[config.mk]
export PLATFORM = sky130hd
export DESIGN_NAME = retrig_oneshot
export DESIGN_NICKNAME = d
export VERILOG_FILES = /design/src/rtl/retrig_oneshot_pkg.sv /design/src/rtl/retrig_oneshot_sync.sv /design/src/rtl/retrig_oneshot_dp.sv /design/src/rtl/retrig_oneshot_ctl.sv /design/src/rtl/retrig_oneshot.sv
export SDC_FILE = /design/constraint.sdc
export NUM_CORES = 1
export LEC_CHECK = 0
export CORE_MARGIN = 2
export CORE_UTILIZATION = 45
export CTS_BUF_LIST = sky130_fd_sc_hd__clkbuf_8
export DETAILED_ROUTE_END_ITERATION = 16
export PLACE_DENSITY = 0.69
export SLEW_MARGIN = 10
export SYNTH_ARGS = -nofsm -noshare
export SYNTH_HDL_FRONTEND = slang
export SYNTH_SLANG_ARGS = --single-unit
[constraint.sdc]
create_clock -name clk -period 2.9 [get_ports clk]
set_clock_uncertainty 0.15 [all_clocks]
set_input_delay 0.435 -clock clk [delete_from_list [all_inputs] [get_ports clk]]
set_output_delay 0.435 -clock clk [all_outputs]
set_load 0.05 [all_outputs]
[src/rtl/retrig_oneshot_pkg.sv]
package retrig_oneshot_pkg;

  // Strobes from the control path to the datapath, valid for one cycle.
  typedef struct packed {
    logic load;   // reload the width counter
    logic kill;   // force the counter to zero
  } osStrobe_t;

endpackage

[src/rtl/retrig_oneshot_sync.sv]
module retrig_oneshot_sync #(
  parameter int          W       = 3,
  parameter int          STAGES  = 2,
  parameter logic [W-1:0] RST_VAL = '0
) (
  input  logic         clk,
  input  logic         rst,
  input  logic [W-1:0] din,
  output logic [W-1:0] dout
);

  logic [STAGES-1:0][W-1:0] chain;

  always_ff @(posedge clk) begin
    if (rst) begin
      chain <= {STAGES{RST_VAL}};
    end else begin
      chain[0] <= din;
      for (int s = 1; s < STAGES; s++) begin
        chain[s] <= chain[s-1];
      end
    end
  end

  assign dout = chain[STAGES-1];

endmodule

[src/rtl/retrig_oneshot_dp.sv]
module retrig_oneshot_dp
  import retrig_oneshot_pkg::*;
#(
  parameter int CNT_W       = 16,
  parameter int SYNC_STAGES = 2
) (
  input  logic             clk,
  input  logic             rst,
  input  logic             trigRiseIn,
  input  logic             trigFallIn,
  input  logic             clearNIn,
  input  logic [CNT_W-1:0] widthIn,
  input  osStrobe_t        ctlStb,
  output logic             riseLvl,
  output logic             risePrev,
  output logic             fallLvl,
  output logic             fallPrev,
  output logic             clearLvl,
  output logic             pulseQ,
  output logic             pulseQn
);

  localparam int               NSIG     = 3;
  // bit order {clear, fall, rise}; idle levels after reset
  localparam logic [NSIG-1:0]  SYNC_RST = 3'b110;
  localparam logic [CNT_W-1:0] ONE      = CNT_W'(1);

  logic [NSIG-1:0]  syncOut;
  logic [CNT_W-1:0] cntQ;
  logic [CNT_W-1:0] cntNext;
  logic [CNT_W-1:0] effWidth;
  logic             qnReg;

  retrig_oneshot_sync #(
    .W      (NSIG),
    .STAGES (SYNC_STAGES),
    .RST_VAL(SYNC_RST)
  ) sync_i (
    .clk (clk),
    .rst (rst),
    .din ({clearNIn, trigFallIn, trigRiseIn}),
    .dout(syncOut)
  );

  assign riseLvl  = syncOut[0];
  assign fallLvl  = syncOut[1];
  assign clearLvl = syncOut[2];

  // Edge history: previous-cycle copy of the synchronised triggers.
  always_ff @(posedge clk) begin
    if (rst) begin
      risePrev <= 1'b0;
      fallPrev <= 1'b1;
    end else begin
      risePrev <= riseLvl;
      fallPrev <= fallLvl;
    end
  end

  assign effWidth = (widthIn == '0) ? ONE : widthIn;

  always_comb begin
    if (ctlStb.kill)        cntNext = '0;
    else if (ctlStb.load)   cntNext = effWidth;
    else if (cntQ != '0)    cntNext = cntQ - ONE;
    else                    cntNext = cntQ;
  end

  always_ff @(posedge clk) begin
    if (rst) begin
      cntQ  <= '0;
      qnReg <= 1'b1;
    end else begin
      cntQ  <= cntNext;
      qnReg <= (cntNext == '0);
    end
  end

  assign pulseQ  = (cntQ != '0);
  assign pulseQn = qnReg;

endmodule

[src/rtl/retrig_oneshot_ctl.sv]
module retrig_oneshot_ctl
  import retrig_oneshot_pkg::*;
(
  input  logic      riseLvl,
  input  logic      risePrev,
  input  logic      fallLvl,
  input  logic      fallPrev,
  input  logic      clearLvl,
  output osStrobe_t ctlStb
);

  logic riseHit;
  logic fallHit;

  // Each edge is qualified by the present level of the opposite input.
  assign riseHit = riseLvl & ~risePrev & fallLvl;
  assign fallHit = ~fallLvl & fallPrev & ~riseLvl;

  always_comb begin
    ctlStb.kill = ~clearLvl;
    ctlStb.load = (riseHit | fallHit) & clearLvl;
  end

endmodule

[src/rtl/retrig_oneshot.sv]
module retrig_oneshot
  import retrig_oneshot_pkg::*;
#(
  parameter int CNT_W       = 16,
  parameter int SYNC_STAGES = 2
) (
  input  logic             clk,
  input  logic             rst,
  input  logic             trigRise,
  input  logic             trigFall,
  input  logic             clearN,
  input  logic [CNT_W-1:0] pulseWidth,
  output logic             pulseQ,
  output logic             pulseQn
);

  osStrobe_t ctlStb;
  logic      riseLvl, risePrev, fallLvl, fallPrev, clearLvl;

  retrig_oneshot_dp #(
    .CNT_W      (CNT_W),
    .SYNC_STAGES(SYNC_STAGES)
  ) dp_i (
    .clk       (clk),
    .rst       (rst),
    .trigRiseIn(trigRise),
    .trigFallIn(trigFall),
    .clearNIn  (clearN),
    .widthIn   (pulseWidth),
    .ctlStb    (ctlStb),
    .riseLvl   (riseLvl),
    .risePrev  (risePrev),
    .fallLvl   (fallLvl),
    .fallPrev  (fallPrev),
    .clearLvl  (clearLvl),
    .pulseQ    (pulseQ),
    .pulseQn   (pulseQn)
  );

  retrig_oneshot_ctl ctl_i (
    .riseLvl (riseLvl),
    .risePrev(risePrev),
    .fallLvl (fallLvl),
    .fallPrev(fallPrev),
    .clearLvl(clearLvl),
    .ctlStb  (ctlStb)
  );

endmodule

==> impl_metrics.toml, run 1 <==
[job]
cap_viol_max_count = 0

[floorplan]
ios = 23
die_x_um = 59.6
core_area_um2 = 3000
die_h_um = 59.6
rows = 20
initial_utilization_pct = 46.4
die_area_um2 = 3560

[global_route]
grt_use_met3_pct = 3.71
grt.total_usage_pct = 21.9
grt_pass1_wl_um = 5810
use_met2_pct = 33.8
first_global_vias = 1244
grt_max_degree = 20
grt_antenna_before_repair = 0
met1_usage_pct = 30.7
overflow = 0
grt_busiest_layer = "met2"

[final_layout]
final_cells = 218
drive_gt1_share_pct = 14.1
fin_nets = 209
nFillCells = 283
antenna_cells = 0
syn_to_final_growth_pct = 23.6

[clock_network]
htreeDepth = 1
post_cts_buffers = 0
numCtsBuffers = 3
clk_latency_ps = 270
clk_path_buf_depth = 2
clk_pin_slew_worst_paths_ps = 90
cts_sinks = 25
clockRootBuffer = "clkbuf_8"
tritoncts = "done"

[timing]
fin_crit_sh_pct = 95.1
setup_tns_ps = 0
timing.fmax_ghz = 0.362
worstMarginPinSlew_ps = 597
rsz0062_at_grt = "no"
setup_violations = 0
slew_headroom_pct = 59.8
post-route-min-period_ps = 2760
slew_viol_final = 0
timing.final.hold_violations = 0

[synth]
ys_async_sr_fraction_pct = 0
yosys.area.top_type = "dfxtp_1"
synthesis.nets = 185
yosysMostFrequentCell = "dfxtp_1"
synth_seq_cells = 25
yosys-top-cells-count = "dfxtp_1, nor2b_1, o21ai_0"
ys_warn_count = 0
syn-instance-count = 162
ys.flop_type = "dfxtp_1"
syn_avg_cell_area_um2 = 8.60
synth_cell_type_count = 42
synth.top_cells.by_area = "dfxtp_1, nor2b_1, o21ai_0"
synthesis.area_um2 = 1390
synth_top_area_share_pct = 35.9
synth_edf_count = 0
ys_seq_area_share_pct = 35.9

[place]
dpl.hpwl_um = 2780
dp_cells = 214
portBuffers = 22
place_congestion = 0.964

[power]
clkPwrFrac_pct = 17.6
ir_drop_v = 0.000347
switching_share_pct = 37.5
netSwitchingPower_w = 0.000442
power_density_nw_per_um2 = 686
power_frac_comb_pct = 44.0
intPower_w = 0.000738
leakagePower_nw = 0.609
seqPwrFrac_pct = 38.4

[setup_path]
cp_max_fo = 7
path_cells = "inv_1 -> ha_1 -> or3b_2 -> or2_1 -> or4_1 -> a31oi_2 -> nor4_1 -> a41o_1"
critPathSlowestCell = "or3b_2"
crit_type = "register to register"
max_stage_delay_ps = 510
crit_arrival_ps = 2780
crit_family = "simple AND/OR/NAND/NOR gates"
cp_data_required_time_ps = 2920
cp-start-kind = "register"
crit_path_end_kind = "register"
cp_num_buf_inv = 1

[detailed_routing]
antenna_left = 0
post_drt_via_cell_ratio = 6.22
vias = 1356
dr.pass1.iters = 4
routedWlPerCell_um = 16.3
drtIter0Drc = 67
routed_wl_um = 3550
drc = 0

[status]
status = "finished, final reports clean"

[worst_hold_path]
min_path_type = "register to register"
## cell families (layout without fill, tap and decap cells)
logic type / count (synthesis) / in the layout / share of synthesized area (%)
AND/OR/NAND/NOR: 79 / 79 / 37.5
AO/OA/AOI/OAI: 41 / 41 / 20.2
flip-flops: 25 / 25 / 35.9
buffers and inverters: 14 / 37 / 3.95
adder cells (fa/ha/maj): 2 / 2 / 1.80
XOR/XNOR: 1 / 1 / 0.629
## layout by cell type, fill, tap and decap left out, drive strengths merged, types with 3 or more instances in the layout
cell / count
nand2: 4
or3: 5
o31ai: 5
o21ai: 14
dfxtp: 25
or2: 7
a31oi: 10
clkdlybuf4s50: 21
nor4: 10
nor2b: 16
buf: 7
inv: 5
nor3: 6
clkbuf: 3
nand3b: 3
or4: 10
nor2: 7
## what timing repair did
item                                    CTS  global route
hold buffers                              0             0
endpoints found under the hold margin     0             0
gates resized for setup                   0             3
endpoints found under the setup margin    0             1
## registers in the layout (all words and copies together), names as in the netlist
register / cells
dp_i.risePrev: 1
dp_i.sync_i.dout: 3
dp_i.pulseQn: 1
dp_i.sync_i.chain: 3
dp_i.cntQ: 16
dp_i.fallPrev: 1
## path summary, 6_finish.rpt
path	startpoint	end	slack, ps	cells past startpoint
max	dp_i.cntQ[0]$_SDFF_PP0_	dp_i.pulseQn$_SDFF_PP1_	140	8
min	dp_i.sync_i.chain[1]$_SDFF_PP1_	dp_i.sync_i.dout[1]$_SDFF_PP1_	270	1
max reg2reg	dp_i.cntQ[0]$_SDFF_PP0_	dp_i.pulseQn$_SDFF_PP1_	140	8
min reg2reg	dp_i.sync_i.chain[1]$_SDFF_PP1_	dp_i.sync_i.dout[1]$_SDFF_PP1_	270	1
## worst reg2reg max path: cells and delay by family, from the launching register on
family,cells,cell delay (ps)
AOI/OAI and AO/OA,2,450
buffers and inverters,1,120
and+or+nand+nor,4,1400
DFF,1,340
adders and majority gates,1,200
## layout make-up
cell class,count,area (um2),share of cell area (%)
multi-input cells,123,850,49.3
well taps,33,41.3,2.40
clock buffers,3,41.3,2.40
repair buffers,28,263,15.3
clock inverters,1,7.51,0.436
flip-flops and latches,25,500,29.1
inverters,5,18.8,1.09
## metal layers
layer / routed length [um] / vias up
li1: - / 674
met1: 1580 / 631
met2: 1710 / 42
met3: 182 / 9
met4: 71 / 0
met5: 0 / -
## power by group through the flow
stage | clock [W] | combinational (W) | sequential (W)
after floorplan | 0 | 0.000370 | 0.000445
after global placement | 0 | 0.000493 | 0.000457
after detailed placement | 0 | 0.000500 | 0.000459
after CTS | 0.000213 | 0.000503 | 0.000450
after global routing | 0.000233 | 0.000565 | 0.000463
final | 0.000208 | 0.000519 | 0.000453
## through the flow
stage | cell area, um2 | setup slack (ps) | power (W) | util, % | hold slack, ps
CTS | 1710 | 81.7 | 0.00117 | 56.9 | 271
floorplan | 1390 | 304 | 0.000815 | - | 239
detailed placement | 1660 | 102 | 0.000958 | 55.3 | 252
global route | 1720 | 19.2 | 0.00126 | 57.3 | 284
finish | 1720 | 141 | 0.00118 | 57.3 | 269
global placement | 1660 | 200 | 0.000950 | 55.3 | 249
Note: power is estimated with default switching activity, not from simulation.
==> run 2, diff against run 1 <==
--- a/config.mk
+++ b/config.mk
@@ -8,6 +8,7 @@
 export CORE_MARGIN = 2
 export CORE_UTILIZATION = 45
 export CTS_BUF_LIST = sky130_fd_sc_hd__clkbuf_8
+export CTS_CLUSTER_SIZE = 24
 export DETAILED_ROUTE_END_ITERATION = 16
 export PLACE_DENSITY = 0.69
 export SLEW_MARGIN = 10
==> constraint.sdc (replaced) <==
create_clock -name clk -period 2.9 [get_ports clk]
set_clock_uncertainty 0.15 [all_clocks]
set_input_delay 0.29 -clock clk [delete_from_list [all_inputs] [get_ports clk]]
set_output_delay 0.29 -clock clk [all_outputs]
set_load 0.05 [all_outputs]
==> run 2 against run 1 <==
Global-route usage is 0.93 points higher. Non-clock buffer count is 1 higher. Worst setup slack worse by 63 ps. Utilization is 0.50 points higher. Worst hold slack worse by 2.7 ps. Power is 3.5% higher. Register-to-register slack worse by 60 ps. Die area stayed put. Highest routed layer unchanged. Count of clock-buffer cells in the layout stayed put.
==> impl_metrics.toml, run 2 (synthesized netlist as in run 1, its figures left out) <==
[status]
status = "finished, final reports clean"

[final_layout]
fin_nets = 210
largest_register = "dp_i.cntQ"
antenna_cells = 0
final_cell_mix = "dfxtp_1, clkdlybuf4s50_1, nor2b_1"
drive_gt1_share_pct = 14.5
final_core_util_pct = 57.8
final_common_cell = "dfxtp_1"
largest_reg_flops = 16
syn_to_final_growth_pct = 24.7

[setup_path]
cp_max_fo = 8
timing.rr.end = "dp_i.pulseQn$_SDFF_PP1_"
critPathSlowestCell = "or4_4"
cp_data_required_time_ps = 2920
rrSetupSlack_ps = 80
crit_family = "simple AND/OR/NAND/NOR gates"
path_cells = "or4_4 -> or2_0 -> buf_4 -> or4_1 -> a31oi_1 -> nor4_2 -> a41o_1"
crit_path_end_kind = "register"
max_stage_delay_ps = 580
timing.rr.start = "dp_i.cntQ[2]$_SDFF_PP0_"
crit_type = "register to register"
crit_arrival_ps = 2840
cp_num_buf_inv = 1
cp-start-kind = "register"
reg2regPathDepth = 7

[floorplan]
rows = 20
core_area_um2 = 3000
die_x_um = 59.6
die_area_um2 = 3560
die_h_um = 59.6
ios = 23
initial_utilization_pct = 46.4

[global_route]
grt_max_degree = 26
grt.total_usage_pct = 22.8
first_global_vias = 1281
grt_pass1_wl_um = 6020
overflow = 0
grt_antenna_before_repair = 0

[timing]
post-route-min-period_ps = 2820
worstMarginPinSlew_ps = 952
slew_viol_final = 0
timing.fmax_ghz = 0.354
timing.final.hold_violations = 0
fin_crit_sh_pct = 97.3
setup_violations = 0
worst_slack_ps = 78.0
hold_ws_ps = 266
slew_headroom_pct = 36.3

[detailed_routing]
drtIter0Drc = 42
drc = 0
vias = 1381
antenna_left = 0
routedWlPerCell_um = 16.7
routed_wl_um = 3670
dr.pass1.iters = 5
post_drt_via_cell_ratio = 6.31

[clock_network]
clk_path_buf_depth = 2
htreeDepth = 1
clk_pin_slew_worst_paths_ps = 90
tritoncts = "done"
cts_hold_buf = 0
clk_latency_ps = 280
numCtsBuffers = 3
clockRootBuffer = "clkbuf_8"
cts_sinks = 25

[power]
seqPwrFrac_pct = 37.1
ir_drop_v = 0.000355
netSwitchingPower_w = 0.000463
power_density_nw_per_um2 = 704
intPower_w = 0.000760
switching_share_pct = 37.8
power_frac_comb_pct = 45.4
leakagePower_nw = 0.616
clkPwrFrac_pct = 17.5

[place]
portBuffers = 22
place_ws_ps = 61.0
place_congestion = 0.911
dpl.hpwl_um = 2680

[worst_hold_path]
hold_path_startpoint = "dp_i.sync_i.chain[2]$_SDFF_PP1_"
whs_path_depth = 1
min_path_type = "register to register"
min_delay_worst_endpoint = "dp_i.sync_i.dout[2]$_SDFF_PP1_"

[job]
cap_viol_max_count = 0
-- run 2: how the worst max path moves through the flow --
stage	start	end	slack (ps)	depth (start not counted)
2_1_floorplan	dp_i.cntQ[0]$_SDFF_PP0_	dp_i.pulseQn$_SDFF_PP1_	300	9
3_3_place_gp	dp_i.cntQ[0]$_SDFF_PP0_	dp_i.pulseQn$_SDFF_PP1_	120	8
3_5_place_dp	dp_i.cntQ[0]$_SDFF_PP0_	dp_i.pulseQn$_SDFF_PP1_	60	8
4_1_cts	dp_i.cntQ[0]$_SDFF_PP0_	dp_i.pulseQn$_SDFF_PP1_	3	8
5_1_grt	dp_i.cntQ[2]$_SDFF_PP0_	dp_i.pulseQn$_SDFF_PP1_	-40	7
6_report	dp_i.cntQ[2]$_SDFF_PP0_	dp_i.pulseQn$_SDFF_PP1_	80	7
-- run 2: cell type report --
class	instances	area (um2)
repair buffers	29	275
clock inverters	1	7.51
flip-flops and latches	25	500
fillers	278	1270
multi-input cells	123	852
well taps	33	41.3
clock buffers	3	41.3
inverters	5	18.8
-- run 2: worst register-to-register path: cells and delay by family (launching register included) --
family / cells / cell delay (ps)
simple gates: 4 / 1410
compound gates: 2 / 580
flops: 1 / 380
buf+inv: 1 / 190
-- run 2: metal layers --
layer | GRT usage, % | share of wire [%] | wire, um | up-vias
met4 | 11.7 | 4.0 | 146 | 0
met1 | 30.4 | 45 | 1670 | 653
met2 | 35.3 | 46 | 1680 | 43
li1 | - | - | - | 672
met3 | 3.71 | 4.7 | 174 | 13
met5 | 0 | 0 | 0 | -
-- run 2: timing repair --
item	4_1_cts	5_1_grt
resized for setup	0	5
setup endpoints to repair	0	2
buffers inserted	0	2
-- run 2: through the flow --
| stage | std cells | instance area (um2) | TNS (ps) | total power (W) |
|---|---|---|---|---|
| floorplan | 162 | 1390 | 0 | 0.000815 |
| detailed placement | 213 | 1660 | 0 | 0.000957 |
| global placement | 213 | 1660 | 0 | 0.000943 |
| finish | 219 | 1740 | 0 | 0.00122 |
| global route | 219 | 1740 | -42.9 | 0.00130 |
| CTS | 217 | 1700 | 0 | 0.00117 |
-- run 2: power by group through the flow --
stage | clock [W] | sequential (W) | combinational (W)
finish | 0.000214 | 0.000454 | 0.000555
global route | 0.000231 | 0.000463 | 0.000601
CTS | 0.000218 | 0.000451 | 0.000504
detailed placement | 0 | 0.000459 | 0.000498
global placement | 0 | 0.000455 | 0.000488
floorplan | 0 | 0.000445 | 0.000370
==> run 3, diff against run 2 <==
--- a/config.mk
+++ b/config.mk
@@ -5,13 +5,14 @@
 export SDC_FILE = /design/constraint.sdc
 export NUM_CORES = 1
 export LEC_CHECK = 0
+export CAP_MARGIN = 20
 export CORE_MARGIN = 2
 export CORE_UTILIZATION = 45
 export CTS_BUF_LIST = sky130_fd_sc_hd__clkbuf_8
 export CTS_CLUSTER_SIZE = 24
 export DETAILED_ROUTE_END_ITERATION = 16
 export PLACE_DENSITY = 0.69
-export SLEW_MARGIN = 10
+export SLEW_MARGIN = 20
 export SYNTH_ARGS = -nofsm -noshare
 export SYNTH_HDL_FRONTEND = slang
 export SYNTH_SLANG_ARGS = --single-unit
==> results of run 3 <==
The final DEF is identical to that of run 2; final timing and power are the same.
